<file path="src/rtl/vsp_pkg.sv">
package vsp_pkg;

    typedef enum logic {
        SRC_PIN,
        SRC_SEP
    } src_state_t;

    typedef enum logic [1:0] {
        PD_SKIP,
        PD_RUN1,
        PD_RUN2,
        PD_LOCK
    } pol_state_t;

    typedef enum logic [1:0] {
        AL_LOW,
        AL_ARM_RISE,
        AL_HIGH,
        AL_ARM_FALL
    } al_state_t;

endpackage

</file>
<file path="src/rtl/vsp_src_arb.sv">
module vsp_src_arb
    import vsp_pkg::*;
#(
    parameter int TIMEOUT_LINES = 16
) (
    input  logic clk,
    input  logic rst_n,
    input  logic hs_lead,
    input  logic vs_pin,
    input  logic src_force,
    input  logic src_sel,
    output logic use_sep
);
    localparam int CW = $clog2(TIMEOUT_LINES + 1);
    localparam logic [CW-1:0] CNT_FULL = CW'(TIMEOUT_LINES);
    localparam logic [CW-1:0] CNT_LAST = CW'(TIMEOUT_LINES - 1);

    src_state_t      st_q, st_d;
    logic [CW-1:0]   cnt_q, cnt_d;
    logic            pin_d_q;
    logic            pin_edge;

    assign pin_edge = vs_pin ^ pin_d_q;

    always_comb begin
        st_d  = st_q;
        cnt_d = cnt_q;
        unique case (st_q)
            SRC_PIN: begin
                if (pin_edge) begin
                    cnt_d = '0;
                end else if (hs_lead) begin
                    if (cnt_q == CNT_LAST) begin
                        cnt_d = CNT_FULL;
                        st_d  = SRC_SEP;
                    end else begin
                        cnt_d = cnt_q + 1'b1;
                    end
                end
            end
            SRC_SEP: begin
                if (pin_edge) begin
                    cnt_d = '0;
                    st_d  = SRC_PIN;
                end
            end
        endcase
    end

    always_ff @(posedge clk or negedge rst_n) begin
        if (!rst_n) begin
            st_q    <= SRC_SEP;
            cnt_q   <= CNT_FULL;
            pin_d_q <= 1'b0;
        end else begin
            st_q    <= st_d;
            cnt_q   <= cnt_d;
            pin_d_q <= vs_pin;
        end
    end

    always_comb begin
        use_sep = src_force ? src_sel : (st_q == SRC_SEP);
    end

    a_r3_edge_selects_pin: assert property (@(posedge clk) disable iff (!rst_n)
        pin_edge |=> (st_q == SRC_PIN));

    a_r3_count_below_limit: assert property (@(posedge clk) disable iff (!rst_n)
        (st_q == SRC_PIN) |-> (cnt_q < CNT_FULL));

    a_r10_edge_beats_line: assert property (@(posedge clk) disable iff (!rst_n)
        (pin_edge && hs_lead) |=> (cnt_q == '0));

endmodule

</file>
<file path="src/rtl/vsp_pol_learn.sv">
module vsp_pol_learn
    import vsp_pkg::*;
#(
    parameter int RUN_W = 12
) (
    input  logic clk,
    input  logic rst_n,
    input  logic hs_lead,
    input  logic vs_raw,
    output logic det_high
);
    localparam logic [RUN_W-1:0] RUN_MAX = {RUN_W{1'b1}};

    pol_state_t       st_q, st_d;
    logic [RUN_W-1:0] run_q, run_d;
    logic [RUN_W-1:0] hi_q, hi_d;
    logic [RUN_W-1:0] lo_q, lo_d;
    logic [RUN_W-1:0] cmp_hi, cmp_lo;
    logic             raw_d_q;
    logic             det_q, det_d;
    logic             level_change;

    assign level_change = vs_raw ^ raw_d_q;
    assign cmp_hi = raw_d_q ? run_q : hi_q;
    assign cmp_lo = raw_d_q ? lo_q  : run_q;

    always_comb begin
        st_d  = st_q;
        run_d = run_q;
        hi_d  = hi_q;
        lo_d  = lo_q;
        det_d = det_q;
        if (level_change) begin
            run_d = '0;
            unique case (st_q)
                PD_SKIP: st_d = PD_RUN1;
                PD_RUN1: begin
                    if (raw_d_q) hi_d = run_q;
                    else         lo_d = run_q;
                    st_d = PD_RUN2;
                end
                PD_RUN2, PD_LOCK: begin
                    if (raw_d_q) hi_d = run_q;
                    else         lo_d = run_q;
                    if (cmp_hi < cmp_lo)      det_d = 1'b1;
                    else if (cmp_lo < cmp_hi) det_d = 1'b0;
                    st_d = PD_LOCK;
                end
            endcase
        end else if (hs_lead && run_q != RUN_MAX) begin
            run_d = run_q + 1'b1;
        end
    end

    always_ff @(posedge clk or negedge rst_n) begin
        if (!rst_n) begin
            st_q    <= PD_SKIP;
            run_q   <= '0;
            hi_q    <= '0;
            lo_q    <= '0;
            det_q   <= 1'b1;
            raw_d_q <= 1'b0;
        end else begin
            st_q    <= st_d;
            run_q   <= run_d;
            hi_q    <= hi_d;
            lo_q    <= lo_d;
            det_q   <= det_d;
            raw_d_q <= vs_raw;
        end
    end

    always_comb begin
        det_high = det_q;
    end

    a_r4_decide_on_change_only: assert property (@(posedge clk) disable iff (!rst_n)
        !level_change |=> $stable(det_q));

    a_r4_high_until_locked: assert property (@(posedge clk) disable iff (!rst_n)
        (st_q != PD_LOCK) |-> det_q);

endmodule

</file>
<file path="src/rtl/vsp_edge_align.sv">
module vsp_edge_align
    import vsp_pkg::*;
(
    input  logic clk,
    input  logic rst_n,
    input  logic hs_lead,
    input  logic vs_norm,
    output logic al_act
);
    al_state_t st_q, st_d;

    always_comb begin
        st_d = st_q;
        unique case (st_q)
            AL_LOW: begin
                if (vs_norm) st_d = hs_lead ? AL_HIGH : AL_ARM_RISE;
            end
            AL_ARM_RISE: begin
                if (!vs_norm)     st_d = AL_LOW;
                else if (hs_lead) st_d = AL_HIGH;
            end
            AL_HIGH: begin
                if (!vs_norm) st_d = hs_lead ? AL_LOW : AL_ARM_FALL;
            end
            AL_ARM_FALL: begin
                if (vs_norm)      st_d = AL_HIGH;
                else if (hs_lead) st_d = AL_LOW;
            end
        endcase
    end

    always_ff @(posedge clk or negedge rst_n) begin
        if (!rst_n) st_q <= AL_LOW;
        else        st_q <= st_d;
    end

    always_comb begin
        al_act = (st_q == AL_HIGH) || (st_q == AL_ARM_FALL);
    end

    a_r8_hold_between_lines: assert property (@(posedge clk) disable iff (!rst_n)
        !hs_lead |=> $stable(al_act));

    a_r8_commit_level: assert property (@(posedge clk) disable iff (!rst_n)
        hs_lead |=> (al_act == $past(vs_norm)));

    a_r9_disarm_drops: assert property (@(posedge clk) disable iff (!rst_n)
        (st_q == AL_ARM_RISE && !vs_norm) |=> (st_q == AL_LOW));

endmodule

</file>
<file path="src/rtl/vsync_select_pol.sv">
module vsync_select_pol #(
    parameter int TIMEOUT_LINES = 16,
    parameter int RUN_W         = 12
) (
    input  logic clk,
    input  logic rst_n,
    input  logic hs_in,
    input  logic vs_pin,
    input  logic vs_sep,
    input  logic src_force,
    input  logic src_sel,
    input  logic pol_force,
    input  logic pol_level,
    input  logic out_level,
    input  logic align_en,
    output logic vs_out
);
    logic hs_d_q;
    logic hs_lead;
    logic use_sep;
    logic vs_raw;
    logic det_high;
    logic act_high;
    logic vs_norm;
    logic al_act;
    logic vs_act;
    logic vs_out_q;

    assign hs_lead = hs_in & ~hs_d_q;

    vsp_src_arb #(
        .TIMEOUT_LINES (TIMEOUT_LINES)
    ) u_src_arb (
        .clk       (clk),
        .rst_n     (rst_n),
        .hs_lead   (hs_lead),
        .vs_pin    (vs_pin),
        .src_force (src_force),
        .src_sel   (src_sel),
        .use_sep   (use_sep)
    );

    assign vs_raw = use_sep ? vs_sep : vs_pin;

    vsp_pol_learn #(
        .RUN_W (RUN_W)
    ) u_pol_learn (
        .clk      (clk),
        .rst_n    (rst_n),
        .hs_lead  (hs_lead),
        .vs_raw   (vs_raw),
        .det_high (det_high)
    );

    assign act_high = pol_force ? pol_level : det_high;
    assign vs_norm  = act_high ? vs_raw : ~vs_raw;

    vsp_edge_align u_edge_align (
        .clk     (clk),
        .rst_n   (rst_n),
        .hs_lead (hs_lead),
        .vs_norm (vs_norm),
        .al_act  (al_act)
    );

    assign vs_act = align_en ? al_act : vs_norm;

    always_ff @(posedge clk or negedge rst_n) begin
        if (!rst_n) begin
            hs_d_q   <= 1'b0;
            vs_out_q <= 1'b0;
        end else begin
            hs_d_q   <= hs_in;
            vs_out_q <= out_level ? vs_act : ~vs_act;
        end
    end

    assign vs_out = vs_out_q;

endmodule

</file>
<file path="config.mk">
export PLATFORM = sky130hd
export DESIGN_NAME = vsync_select_pol
export DESIGN_NICKNAME = d
export VERILOG_FILES = /design/src/rtl/vsp_pkg.sv /design/src/rtl/vsp_src_arb.sv /design/src/rtl/vsp_pol_learn.sv /design/src/rtl/vsp_edge_align.sv /design/src/rtl/vsync_select_pol.sv
export SDC_FILE = /design/constraint.sdc
export NUM_CORES = 1
export LEC_CHECK = 0
export ABC_AREA = 1
export BUFFER_PORTS_ARGS = -buffer_cell sky130_fd_sc_hd__buf_4
export CELL_PAD_IN_SITES_DETAIL_PLACEMENT = 1
export CELL_PAD_IN_SITES_GLOBAL_PLACEMENT = 1
export CORE_UTILIZATION = 41
export CTS_CLUSTER_DIAMETER = 50
export DETAILED_ROUTE_END_ITERATION = 10
export GPL_TIMING_DRIVEN = 0
export HOLD_SLACK_MARGIN = 0.08
export MAX_ROUTING_LAYER = met4
export PLACE_DENSITY = 0.76
export REMOVE_ABC_BUFFERS = 1
export SKIP_LAST_GASP = 1
export SLEW_MARGIN = 40
export SYNTH_ARGS = -nofsm -noshare
export SYNTH_HDL_FRONTEND = slang
export SYNTH_SLANG_ARGS = --single-unit
</file>
<file path="constraint.sdc">
create_clock -name clk -period 1.96 [get_ports clk]
set_input_delay 0.294 -clock clk [delete_from_list [all_inputs] [get_ports clk]]
set_output_delay 0.294 -clock clk [all_outputs]
set_load 0.005 [all_outputs]
</file>
==> results.txt, run 1 <==
* Run status: finished, violations left
- The checks that failed: setup timing.
- For the pin with the worst max-slew slack, the measured transition is a little under 0.7 ns.
- The total overflow left after global routing is 0.
- The critical path is of the reg -> reg type.
- 12 I/O pins were placed.
- In this run the remaining antenna-violating nets after routing total 0.
- DP Wirelength: ~4800 µm
* Height of the die: a little under 90 µm
- STA classifies the critical path startpoint as a flop.
- By area the synthesized netlist is led by sky130_fd_sc_hd__dfrtp_1 40%, sky130_fd_sc_hd__nand2_1 15%, sky130_fd_sc_hd__o21ai_0 7.1%.
- In the routed design, unresolved DRC markers number 0.
- Traced cell by cell, the critical path runs through buf_12 -> nand2_4 -> o21ai_4 -> ha_4 -> nand2_4 -> nor2_4 -> nand2_2 -> or2_4 -> nand3_2 -> nand2_1 -> nand2_1 -> inv_1.
- Maximum level of the CTS H-tree: 2
- Largest net degree at the start of global routing: between 50 and 60
* Global-route wire length before repair: 13700 µm
- TritonCTS clock tree: done
- Among all stages on the critical path, the largest delay is contributed by sky130_fd_sc_hd__dfrtp_4.
- Multi-input gate area: around 0.0018 mm²
* Proportion of netlist area held by the largest area contributor: 0.396
- Combinational share of power: 0.259
- Summing all non-filler instances in the final layout gives an area of roughly 0.0038 mm².
* Startpoint of the worst register-to-register path: u_pol_learn.raw_d_q
* Uppermost signal routing layer after detailed routing: met4
* Crit path buf inv count: 2
- Layout cells sized above 1: 0.280
- Final number of max-transition violations: 0
- The synthesized design spends more area on one cell type than any other, namely sky130_fd_sc_hd__dfrtp_1.
- Rel. slew slack: 0.550
- From left edge to right edge, the die measures around 87 µm.
- For this configuration, the core starts out at a cell density of 0.430.
- Net Sw Power: roughly 0.00082 W
- Die area: 0.00758 mm²
- Of the total power, the clock network draws 0.286.
* Wire length on met2: ~4600 µm
- Worst-case setup margin in the final layout: -0.102 ns
* Number of cells produced by synthesis: a little under 400
- Crit path required time: 2.21 ns
* Antenna violations before repair: 0
- The internal power of the cells totals about 0.0018 W.
* WL per Instance: approximately 16 µm
* Min-Delay Path Class: in -> reg
- Number of fill cells in the layout: between 800 and 900
- Arrival time at the worst endpoint: between 2 and 2.5 ns
- Number of distinct library cells after synthesis: 33
* Total Power Consumption: roughly 0.0026 W
- Fraction of power consumed by sequential logic: 0.455
- Fraction of power spent switching nets: 0.313
- In the routed layout, each cell is associated on average with a via count of between 5 and 6.
- Shortest period the worst path allows: ~2.1 ns
- Across every metal layer, demand over resource in global routing totals 0.244.
- After synthesis, the mean cell area works out to around 7.6 µm².
- STA classifies the critical path endpoint as a flop.
- Post-synthesis register bit count: 50
- Setup Skew: approximately 0.0055 ns
- Antenna diode instance count: 0
- Routability-driven placement finished with a final weighted congestion of between 0.8 and 0.9.
- After the first detailed-routing iteration, the DRC count stood at ~120.
- Clock-pin slew was measured on the worst setup and hold paths at around 0.10 ns.
- In this run the tool buffered the top-level ports with 11 buffer cells.
* Number of warnings reported in the yosys synthesis log: 0
* List of most frequent post-synthesis cells: 122 x sky130_fd_sc_hd__nand2_1, 48 x sky130_fd_sc_hd__inv_1, 47 x sky130_fd_sc_hd__dfrtp_1
- Tracing the worst setup path back leads to its startpoint at u_pol_learn.raw_d_q.
- Worst vdd rail ir drop: between 0.3 and 0.4 mV
- Post-synth EDFFs: 0
- Final net count: about 450
* Setup-failing EPs final: 1
- In this design, the stage delay of the slowest critical-path cell is 0.60 ns.
* Setup repair after global routing missed its margin: true
* Maximum frequency from static timing analysis: around 480 MHz
* CTS root buffer: sky130_fd_sc_hd__clkbuf_8
- Wire length on met1: roughly 3500 µm
- Part of the Yosys area used for sequential elements: 0.423
- No sink is reached through more buffers than the 2 on the longest clock path.
- In the finished design, the share of the clock period the worst path needs comes to 1.05.
- Post-place instance area: about 0.0031 mm²
* Number of failing hold endpoints at the final stage: 0
* Flip-flop and latch area: about 0.0013 mm²
- The core region is a little under 0.007 mm².
- Post-route worst hold slack: 0.0952 ns
- The later pin in the worst-skew pair is clocked with a latency of around 0.31 ns.
* Total iterations of the first detailed-routing run: 4
- Share of flip-flops with an asynchronous set or reset: 1.00
* Vias post-DR: about 2700
* Largest delay share family, worst path: simple AND/OR/NAND/NOR gates
- Predominant post-synthesis flop cell: sky130_fd_sc_hd__dfrtp_1
- Worst-path maximum fanout: 7
- Number of global-route vias before repair: approximately 2900
- In the detailed route, the total length drawn on met3 is between 200 and 250 µm.
- CTS buffer count: 5
* Min-delay src: hs_in
- Area Growth Syn to Fin: 29.7%
- Count of standard-cell rows: 30
- For this design, the sink count on the clock tree is 50.
* Post-detailed-routing wire length: 8520 µm
- The analysis attributes to cell leakage a power of between 1.5 and 2 nW.
* Library cell with the highest instance count after synthesis: sky130_fd_sc_hd__nand2_1
- In this run the cell area of the synthesized design comes to 0.00297 mm².
- Power density relative to cell area: 678 mW/mm²
* Maxcap violations: 0
## what timing repair did
action / in CTS / in global routing
pin swaps: 23 / 12
gates resized for setup: 77 / 30
endpoints found under the setup margin: 23 / 9
hold buffers: 1 / 0
hold endpoints to repair: 47 / 0
buffers inserted: 11 / 5
gates cloned: 3 / 1
## kinds of logic after synthesis
kind of cell / count (synthesis) / synth area share
flip-flops: 50 / 0.423
XOR/XNOR: 3 / 0.00885
AO/OA/AOI/OAI: 73 / 0.135
AND/OR/NAND/NOR: 189 / 0.277
adder cells (fa/ha/maj): 15 / 0.0632
buffers and inverters: 61 / 0.0932
## placed cells by master, fill, tap and decap left out, drive strengths merged
master / instances
a21boi: 1
inv: 50
buf: 31
dfrtp: 47
bufinv: 1
nand4: 2
dlygate4sd3: 1
a21oi: 6
nor2: 29
xnor2: 1
clkbuf: 7
clkinvlp: 1
dfstp: 3
nand3b: 1
o21ai: 62
or2: 1
nand2: 124
nand3: 32
xor2: 2
o22ai: 2
a21o: 1
ha: 15
a31oi: 1
## worst register-to-register path: stages (launching register included)
cell	delay, ns
sky130_fd_sc_hd__dfrtp_4	0.60
sky130_fd_sc_hd__buf_12	0.19
sky130_fd_sc_hd__nand2_4	0.08
sky130_fd_sc_hd__o21ai_4	0.06
sky130_fd_sc_hd__ha_4	0.28
sky130_fd_sc_hd__nand2_4	0.06
sky130_fd_sc_hd__nor2_4	0.13
sky130_fd_sc_hd__nand2_2	0.09
sky130_fd_sc_hd__or2_4	0.26
sky130_fd_sc_hd__nand3_2	0.07
sky130_fd_sc_hd__nand2_1	0.06
sky130_fd_sc_hd__nand2_1	0.08
sky130_fd_sc_hd__inv_1	0.05
## power by group through the flow
stage | Clock [W] | Combinational (W) | Sequential (W)
finish | 0.000745 | 0.000676 | 0.00119
global route | 0.000805 | 0.000748 | 0.00120
CTS | 0.000764 | 0.000610 | 0.00118
detailed placement | 0 | 0.000406 | 0.00120
global placement | 0 | 0.000375 | 0.00120
floorplan | 0 | 0.000265 | 0.00118
## per-layer routing
| layer | global-route usage | up-vias |
|---|---|---|
| met5 | - | - |
| met4 | 0.0712 | 0 |
| met3 | 0.0417 | 21 |
| met2 | 0.440 | 40 |
| met1 | 0.276 | 1315 |
| li1 | - | 1315 |
## final cells by class
cell class / count / area share
Clock buffer: 6 / 0.0188
Clock inverter: 2 / 0.00975
Inverter: 50 / 0.0487
Multi-Input combinational cell: 280 / 0.464
Sequential cell: 50 / 0.327
Tap cell: 96 / 0.0312
Timing Repair Buffer: 33 / 0.100
## path summary, 6_finish.rpt
check,end,slack (ns),depth (start not counted)
worst max-delay path,u_pol_learn.det_high,-0.10,12
worst max register to register,u_pol_learn.det_high,-0.10,12
min in group asynchronous,u_src_arb.cnt_q[1],0.56,2
worst min-delay path,hs_d_q,0.1,1
worst min register to register,u_pol_learn.lo_q[2],0.49,2
max in group asynchronous,u_pol_learn.raw_d_q,0.90,2
## metrics by stage
| step | util | setup TNS (ns) | setup WS (ns) | instances |
|---|---|---|---|---|
| floorplan | - | -1.44 | -0.334 | 380 |
| finish | 0.557 | -0.102 | -0.102 | 517 |
| global placement | 0.446 | -21.66 | -0.889 | 487 |
| global route | 0.557 | -0.176 | -0.171 | 517 |
| detailed placement | 0.451 | -0.660 | -0.449 | 489 |
| CTS | 0.532 | 0 | 0.00233 | 512 |
## state kept, by name, indices dropped and copies added, names as in the netlist
name,flops
u_pol_learn.st_q,2
u_src_arb.pin_d_q,1
u_pol_learn.lo_q,12
u_src_arb.st_q,1
u_edge_align.st_q,1
u_pol_learn.hi_q,12
vs_out,1
u_pol_learn.raw_d_q,1
u_pol_learn.det_high,1
u_src_arb.cnt_q,5
u_pol_learn.run_q,12
hs_d_q,1
(Power assumes the default switching activity.)
==> inputs of run 2 (changes only) <==
--- a/config.mk
+++ b/config.mk
@@ -5,11 +5,10 @@
 export SDC_FILE = /design/constraint.sdc
 export NUM_CORES = 1
 export LEC_CHECK = 0
-export ABC_AREA = 1
 export BUFFER_PORTS_ARGS = -buffer_cell sky130_fd_sc_hd__buf_4
 export CELL_PAD_IN_SITES_DETAIL_PLACEMENT = 1
 export CELL_PAD_IN_SITES_GLOBAL_PLACEMENT = 1
-export CORE_UTILIZATION = 41
+export CORE_UTILIZATION = 44
 export CTS_CLUSTER_DIAMETER = 50
 export DETAILED_ROUTE_END_ITERATION = 10
 export GPL_TIMING_DRIVEN = 0
==> run 2 against run 1 <==
Critical path depth shrank 5. Clock skew is 0.0011 ns higher. The flow still finishes with violations (setup timing). Global-route usage up 1.7 points. Via count down 22%. Non-clock buffer count up 3. Synthesized cell count decreased by 36%. Core utilization is 4.1 points higher. Worst hold slack gained 0.0041 ns. Combinational power up 16%. Area after synthesis down 8.6%.
==> results.txt, run 2 <==
- TritonCTS clock tree: done
* Post-synthesis register bit count: 50 (unchanged)
- The arrival time at the worst endpoint was 2.50 ns (+0.19 ns).
* R2r endpoint: u_pol_learn.det_high
* Clock tree sinks: 50 (unchanged)
* Hold endpoint: hs_d_q
- Setup slack of the most critical reg-to-reg path: -0.29 ns (-0.19 ns)
- The maximum number of pins on one net before global-route repair is 51 (unchanged).
* Starting DRC count in detailed routing: 70 (-41%)
* CTS root buffer: sky130_fd_sc_hd__clkbuf_8
- Global-route wire length before repair: 12200 µm (-11%)
- The initial core utilization came to 0.458 (+0.0282).
- The width of the chip was 80.5 µm (-7.6%).
- The leakage power was 1.54 nW (-9.1%).
* Final net count: 312 (-30%)
- The via count of the first global-routing pass is 2254 (-21%).
* Clock latency reported for the late side of the worst-skew pair: 0.31 ns (about the same)
* Slowest Stage Delay on Critical Path: 0.54 ns (-0.06 ns)
* Largest registers: u_pol_learn.hi_q x12, u_pol_learn.lo_q x12, u_pol_learn.run_q x12
- Post-detailed-routing wire length: 7620 µm (-11%)
- The total of max-cap violations was 0 (unchanged).
- Most frequent standard cell in the layout excluding fill and tap cells: sky130_fd_sc_hd__dfrtp_1
- Shortest period the worst path allows: 2.25 ns (+0.192 ns)
- Worst-path maximum fanout: 7 (unchanged)
- The most common cell in the synthesized netlist is sky130_fd_sc_hd__dfrtp_1.
- The top-level I/O count came to 12 (unchanged).
- Proportion of netlist area held by the largest area contributor: 0.434 (+0.0375)
- WL per Instance: 21.1 µm (+28%)
- Predominant post-synthesis flop cell: sky130_fd_sc_hd__dfrtp_1
- The number of enable-type register cells in the synthesized netlist was 0 (unchanged).
* Number of distinct library cells after synthesis: 41 (+24%)
- Part of the Yosys area used for sequential elements: 0.463 (+0.0400)
- Cell area after synthesis: 0.00271 mm² (-8.6%)
* Vias post-DR: 2101 (-22%)
* Startpoint types: flop
- Hold Path Cell Cnt: 1 (unchanged)
- Fraction of power consumed by sequential logic: 0.451 (-0.004)
- Type of the setup path with the least slack: reg -> reg
- Number of failing hold endpoints at the final stage: 0 (unchanged)
- Dominant cells by area after synthesis: sky130_fd_sc_hd__dfrtp_1 43%, sky130_fd_sc_hd__mux2_2 7.5%, sky130_fd_sc_hd__ha_1 6.9%
- Worst slew pin tran: 0.663 ns (-0.0102 ns)
- Critical-path top delay cell: sky130_fd_sc_hd__dfrtp_4
- Clock network fraction of total power: 0.270 (-0.016)
* Ordered list of cells on the worst path: buf_8 -> mux2i_4 -> ha_4 -> and3_4 -> a221o_1 -> a211oi_2 -> a31oi_1
- Clock slew seen by the registers of the worst setup and hold paths: 0.10 ns (about the same)
- The final reports fail on setup timing.
- Final number of max-transition violations: 0 (unchanged)
* Number of fill cells in the layout: 611 (-26%)
- The flow ran to the end, but the final reports show violations.
- The site row count came to 28 (-6.7%).
- Compared with the post-synthesis result, the final layout area differs by 30.8%.
* Crit path required time: 2.20 ns (about the same)
- Gr ovfl total: 0 (unchanged)
- Setup-failing EPs final: 22 (+21)
- The count of warnings emitted by yosys was 0 (unchanged).
- The placeable core area is 0.00592 mm² (-14%).
* Combinational share of power: 0.279 (+0.020)
- Total iterations of the first detailed-routing run: 4 (unchanged)
- STA classifies the critical path endpoint as a flop.
- Commonest cells after routing, fill and taps aside: 46 x sky130_fd_sc_hd__dfrtp_1, 18 x sky130_fd_sc_hd__nor2_1, 18 x sky130_fd_sc_hd__buf_4
- The startpoint identified for the worst register-to-register timing path is u_pol_learn.raw_d_q.
- The cell area after layout was 0.00355 mm² (-7.9%).
- Worst vdd rail ir drop: 0.436 mV (+32%)
- Setup repair after global routing missed its margin: true
- Cell-internal power: 0.00193 W (+7.8%)
- The average cell area after synthesis came to 10.8 µm² (+42%).
* Die area: 0.00648 mm² (-15%)
- Fraction of power spent switching nets: 0.310 (-0.00297)
- The cell area reported after detailed placement came to 0.00284 mm² (-8.7%).
* Height of the die: 80.5 µm (-7.6%)
- Min-Delay Path Class: in -> reg
- The detailed-route vias per instance came to 5.80 (+12%).
- Worst-case setup margin in the final layout: -0.294 ns (-0.192 ns)
* Net Sw Power: 0.000869 W (+6.3%)
* List of most frequent post-synthesis cells: 47 x sky130_fd_sc_hd__dfrtp_1, 29 x sky130_fd_sc_hd__nor2_1, 23 x sky130_fd_sc_hd__a21oi_1
* GR Util All Layers: 0.261 (+0.0171)
- The headroom to the max-slew limit is 0.558 (+0.00844).
- The fraction of the core area covered by cells at the end of the flow came to 0.599 (+0.0415).
* Power density relative to cell area: 790 mW/mm² (+17%)
* Post-detailed-route DRC marker count: 0 (unchanged)
- Longest Clk Path Bufs: 2 (unchanged)
* Layout cells sized above 1: 0.387 (+0.106)
- Min-delay src: hs_in
- The number of buffers created by CTS was 5 (unchanged).
- Maximum level of the CTS H-tree: 2 (unchanged)
- Port buffer count: 11 (unchanged)
- The number of instances in the synthesized netlist was 251 (-36%).
- Remaining antenna violation count after routing: 0 (unchanged)
* Antenna diode instance count: 0 (unchanged)
- sky130_fd_sc_hd__dfrtp_1 takes more of the synthesized area than any other cell.
- Final estimated routing congestion in global placement: 0.722 (-10%)
* Setup Skew: 0.00660 ns (+0.00115 ns)
* DP Wirelength: 3830 µm (-20%)
- The initial antenna violation count is 0 (unchanged).
- The maximum achievable frequency came to 444 MHz (-8.5%).
- Final worst-path cycle share: 1.15 (+0.0978)
- Length in cells of the worst reg-to-reg path: 7 (-5)
- The share of synthesized flip-flops with an asynchronous set or reset came to 1.00 (unchanged).
==> run 2: changes by cell type after synthesis, moves of 6 or more <==
| cell | delta |
|---|---|
| sky130_fd_sc_hd__nand3_1 | -22 |
| sky130_fd_sc_hd__inv_1 | -43 |
| sky130_fd_sc_hd__o21ai_1 | -14 |
| sky130_fd_sc_hd__nand2_1 | -110 |
| sky130_fd_sc_hd__mux2_2 | +18 |
| sky130_fd_sc_hd__mux2i_1 | +16 |
| sky130_fd_sc_hd__o21ai_0 | -34 |
| sky130_fd_sc_hd__a21oi_1 | +17 |
| sky130_fd_sc_hd__nor3_1 | +6 |
==> run 2: power by group through the flow <==
stage / logic, W / clock network (W) / registers [W]
3_3_place_gp: 0.000410 / 0 / 0.00124
5_1_grt: 0.000844 / 0.000805 / 0.00127
3_5_place_dp: 0.000436 / 0 / 0.00125
2_1_floorplan: 0.000300 / 0 / 0.00123
6_report: 0.000782 / 0.000757 / 0.00126
4_1_cts: 0.000684 / 0.000765 / 0.00123
==> run 2: metrics by stage <==
step / setup WS [ns] / hold WS [ns] / instances / power [W] / setup TNS (ns)
global route: -0.366 / 0.0906 / 362 / 0.00292 / -3.02
CTS: -0.191 / 0.0883 / 360 / 0.00268 / -2.23
floorplan: -0.617 / -0.00159 / 243 / 0.00153 / -7.79
finish: -0.294 / 0.0993 / 362 / 0.00280 / -1.49
global placement: -1.13 / 0.366 / 329 / 0.00165 / -25.22
detailed placement: -0.798 / 0.365 / 330 / 0.00169 / -6.56
==> run 2: worst max-delay path by stage <==
stage                              from              endpoint  slack, ns  depth (start not counted)
finish              u_pol_learn.raw_d_q  u_pol_learn.det_high      -0.29                          7
global route        u_pol_learn.raw_d_q  u_pol_learn.det_high      -0.37                          9
CTS                 u_pol_learn.raw_d_q  u_pol_learn.det_high      -0.19                          7
detailed placement  u_pol_learn.raw_d_q  u_pol_learn.det_high      -0.80                          6
global placement    u_pol_learn.raw_d_q  u_pol_learn.det_high      -1.13                          6
floorplan           u_pol_learn.raw_d_q  u_pol_learn.det_high      -0.62                          6
==> run 2: cells by family (layout without fill, tap and decap cells) <==
kind of cell,after synthesis,count (layout),synth area share
and+or+nand+nor,76,76,0.137
DFF,50,50,0.463
AOI/OAI and AO/OA,48,48,0.113
muxes,40,40,0.160
adders and majority gates,15,15,0.0692
buffers and inverters,13,49,0.0295
xor gates and xnor gates,9,9,0.0291
==> run 2: timing repair <==
action | CTS | global route
hold buffers | 1 | 0
buffers inserted | 17 | 5
pin swaps | 7 | 12
gates cloned | 4 | 0
setup endpoints to repair | 28 | 33
resized for setup | 54 | 34
hold endpoints to repair | 47 | 0
==> run 2: final cells by class <==
type	count	area (µm²)	area share
multi-input combinational	188	1660	0.469
clock inverter	2	37.5	0.0106
inverter	5	18.8	0.00529
timing repair buffer	36	402	0.113
tap	75	93.8	0.0265
sequential	50	1260	0.355
clock buffer	6	72.6	0.0205
==> run 2: critical path, delay by kind of cell (launching register included) <==
kind                     cells  cell delay, ns
AO/OA/AOI/OAI                3            0.81
flip-flops                   1            0.54
multiplexers                 1            0.28
adder cells (fa/ha/maj)      1            0.23
buffers and inverters        1            0.16
AND/OR/NAND/NOR              1            0.16
==> run 2: per-layer routing <==
layer  part of all wire  vias to the layer above  global-route usage
li1                   -                      976                   -
met1               0.43                     1078               0.324
met2               0.53                       40               0.443
met3              0.030                        7              0.0409
met4              0.011                        0              0.0643
met5                  0                        -                   -
==> inputs of run 3 (changes only) <==
--- a/config.mk
+++ b/config.mk
@@ -5,10 +5,11 @@
 export SDC_FILE = /design/constraint.sdc
 export NUM_CORES = 1
 export LEC_CHECK = 0
+export ABC_AREA = 1
 export BUFFER_PORTS_ARGS = -buffer_cell sky130_fd_sc_hd__buf_4
 export CELL_PAD_IN_SITES_DETAIL_PLACEMENT = 1
 export CELL_PAD_IN_SITES_GLOBAL_PLACEMENT = 1
-export CORE_UTILIZATION = 44
+export CORE_UTILIZATION = 41
 export CTS_CLUSTER_DIAMETER = 50
 export DETAILED_ROUTE_END_ITERATION = 10
 export GPL_TIMING_DRIVEN = 0
@@ -17,7 +18,6 @@
 export PLACE_DENSITY = 0.76
 export REMOVE_ABC_BUFFERS = 1
 export SKIP_LAST_GASP = 1
-export SLEW_MARGIN = 40
 export SYNTH_ARGS = -nofsm -noshare
 export SYNTH_HDL_FRONTEND = slang
 export SYNTH_SLANG_ARGS = --single-unit
==> run 3 against run 2 <==
The flow still finishes with violations (setup timing). Clock-buffer cell count unchanged. Via count increased by 25%. Clock power is 14% lower. First-iteration DRC count grew 36%. Sequential share of layout area rose by 0.26 points. Critical path depth increased by 5. Sequential power is 6% lower. Clock skew is 0.0048 ns higher. Non-clock buffer count decreased by 15. Routed wire length is 7.5% higher. Worst hold slack improved by 0.024 ns. Core utilization down 8.9 points. Critical path type unchanged. Largest power group unchanged.
==> results.txt, run 3 (synthesized netlist as in run 1, its figures left out) <==
* Setup repair after global routing missed its margin: true
* Total Power Consumption: 0.00239 W (-15%)
- Clock tree sinks: 50 (unchanged)
* CTS root buffer: sky130_fd_sc_hd__clkbuf_8
- Multi-input gate area: 0.00158 mm² (-5.0%)
- Post-detailed-routing wire length: 8190 µm (+7.5%)
- The maximum achievable frequency is 500 MHz (+13%).
* Final net count: 435 (+39%)
- Worst vdd rail ir drop: 0.394 mV (-9.7%)
- Initial core utilization: 0.430 (-0.0282)
- Flip-flop and latch area: 0.00126 mm² (unchanged)
- Antenna diode instance count: 0 (unchanged)
- The average wire per cell in the routed design was 16.2 µm (-23%).
* Clock slew seen by the registers of the worst setup and hold paths: 0.10 ns (about the same)
* Fraction of power spent switching nets: 0.323 (+0.0129)
- Clock latency reported for the late side of the worst-skew pair: 0.32 ns (about the same)
* Final estimated routing congestion in global placement: 0.804 (+11%)
* Global-route wire length before repair: 12300 µm (+1.0%)
* Net Sw Power: 0.000773 W (-11%)
- Number of failing hold endpoints at the final stage: 0 (unchanged)
* Shortest period the worst path allows: 2.00 ns (-0.255 ns)
- Most frequent standard cell in the layout excluding fill and tap cells: sky130_fd_sc_hd__nand2_1
- The largest individual stage delay along the critical path comes from the cell sky130_fd_sc_hd__dfrtp_4.
- Gr ovfl total: 0 (unchanged)
- The combinational fraction of design power came to 0.234 (-0.045).
* TritonCTS clock tree: done
* Maximum level of the CTS H-tree: 2 (unchanged)
* Die area: 0.00758 mm² (+17%)
- Startpoint types: flop
- Final worst-path cycle share: 1.02 (-0.130)
* Clock network fraction of total power: 0.272 (+0.002)
- The required time at the endpoint of the critical path is 2.23 ns (+0.03 ns).
- Violated checks: setup timing
* Largest delay share family, worst path: simple AND/OR/NAND/NOR gates
* Setup-failing EPs final: 1 (-95%)
* Longest Clk Path Bufs: 2 (unchanged)
* Layout cells sized above 1: 0.200 (-0.187)
- Commonest cells after routing, fill and taps aside: 112 x sky130_fd_sc_hd__nand2_1, 46 x sky130_fd_sc_hd__inv_1, 46 x sky130_fd_sc_hd__dfrtp_1
* Fraction of power consumed by sequential logic: 0.494 (+0.043)
- Port buffer count: 11 (unchanged)
* Crit path buf inv count: 2 (+1)
- Worst-case setup margin in the final layout: -0.0390 ns (+0.255 ns)
* Via density: 5.17 (-11%)
- Largest registers: u_pol_learn.hi_q x12, u_pol_learn.lo_q x12, u_pol_learn.run_q x12
- The width of the chip is 87.1 µm (+8.2%).
* Maxcap violations: 0 (unchanged)
- The number of nets with antenna violations after routing is 0 (unchanged).
* Post-detailed-route DRC marker count: 0 (unchanged)
* Core footprint: 0.00691 mm² (+17%)
* Rel. slew slack: 0.486 (-0.0720)
* Count of standard-cell rows: 30 (+7.1%)
* Total iterations of the first detailed-routing run: 4 (unchanged)
* Total instance count after detailed placement: 487 (+48%)
- Leak Pwr: 1.57 nW (+2.0%)
* Number of fill cells in the layout: 866 (+42%)
* Arrival time at the worst endpoint: 2.26 ns (-0.24 ns)
* CTS buffer count: 5 (unchanged)
* Vias post-DR: 2616 (+25%)
- Compared with the post-synthesis result, the final layout area differs by 18.6%.
- Worst-path maximum fanout: 8 (+1)
- Type of the setup path with the least slack: reg -> reg
* Ordered list of cells on the worst path: clkbuf_16 -> nand2_1 -> o21ai_2 -> ha_1 -> nand2_2 -> nor2_4 -> nand2_2 -> or2_4 -> nand3_2 -> nand2_1 -> nand2_1 -> inv_1
- Kind of end point of the critical path: flop
* Number of global-route vias before repair: 2630 (+17%)
* GR Util All Layers: 0.216 (-0.0447)
- Slowest Stage Delay on Critical Path: 0.60 ns (+0.06 ns)
* Antenna violations before repair: 0 (unchanged)
* Setup Skew: 0.0114 ns (+0.00477 ns)
- The maximum number of pins on one net before global-route repair came to 51 (unchanged).
- Final number of max-transition violations: 0 (unchanged)
* Height of the die: 87.1 µm (+8.2%)
* Worst slew pin tran: 0.768 ns (+0.105 ns)
- The filler-free cell count of the finished design came to 506 (+40%).
* Starting DRC count in detailed routing: 95 (+36%)
- The top-level I/O count came to 12 (unchanged).
- Run status: finished, violations left
- Cell-internal power: 0.00162 W (-16%)
- In this run the worst hold path is classified as in -> reg.
* DP Wirelength: 4660 µm (+22%)
- Power density relative to cell area: 680 mW/mm² (-14%)
* Most Frequent Cell on Critical Path: sky130_fd_sc_hd__nand2_1
run 3: cell types whose count changed in the layout (fill, tap and decap cells not counted), moves of 15 or more:
| cell | delta |
|---|---|
| sky130_fd_sc_hd__nand2_1 | +101 |
| sky130_fd_sc_hd__inv_1 | +41 |
| sky130_fd_sc_hd__nand3_1 | +21 |
| sky130_fd_sc_hd__o21ai_1 | +18 |
| sky130_fd_sc_hd__o21ai_2 | +17 |
| sky130_fd_sc_hd__o21ai_0 | +16 |
| sky130_fd_sc_hd__mux2_4 | -15 |
run 3: power by group through the flow:
stage | Sequential [W] | Clock, W | Combinational (W)
floorplan | 0.00118 | 0 | 0.000265
global placement | 0.00120 | 0 | 0.000375
detailed placement | 0.00120 | 0 | 0.000388
CTS | 0.00117 | 0.000681 | 0.000444
global route | 0.00119 | 0.000707 | 0.000631
finish | 0.00118 | 0.000651 | 0.000560
run 3: cell type report:
class | count | area share
clock buffers | 6 | 0.0235
clock inverters | 2 | 0.00355
inverters | 50 | 0.0544
multi-input cells | 281 | 0.449
flip-flops and latches | 50 | 0.358
well taps | 96 | 0.0341
repair buffers | 21 | 0.0779
run 3: metal layers:
layer	vias to the layer above	track usage	part of all wire
met5	-	-	0
met4	0	0.0652	0.013
met3	10	0.0332	0.027
met2	33	0.374	0.53
met1	1282	0.260	0.43
li1	1291	-	-
run 3: through the flow:
stage,setup WS (ns),TNS [ns],util,cell area [µm²],hold slack (ns)
floorplan,-0.334,-1.44,-,2880,-0.00159
global placement,-0.889,-21.66,0.446,3080,0.374
detailed placement,-0.944,-24.18,0.446,3080,0.383
CTS,-0.0660,-0.0660,0.470,3250,0.0816
global route,-0.194,-0.194,0.510,3520,0.113
finish,-0.0390,-0.0390,0.510,3520,0.123
run 3: what timing repair did:
item | CTS | global route
pin swaps | 3 | 15
endpoints found under the hold margin | 47 | 1
setup endpoints to repair | 39 | 34
resized for setup | 8 | 53
setup buffers | 3 | 0
gates cloned | 0 | 6
hold buffers | 1 | 1
run 3: final timing paths:
kind                                      from                   end  slack [ns]  depth (start not counted)
min in group asynchronous                rst_n    u_src_arb.cnt_q[1]        0.55                          2
hold reg to reg            u_pol_learn.lo_q[8]   u_pol_learn.lo_q[8]        0.49                          2
setup / recovery           u_pol_learn.raw_d_q  u_pol_learn.det_high       -0.04                         12
hold / removal                          vs_pin     u_src_arb.pin_d_q        0.12                          1
max in group asynchronous                rst_n   u_pol_learn.raw_d_q        0.90                          2
setup reg to reg           u_pol_learn.raw_d_q  u_pol_learn.det_high       -0.04                         12
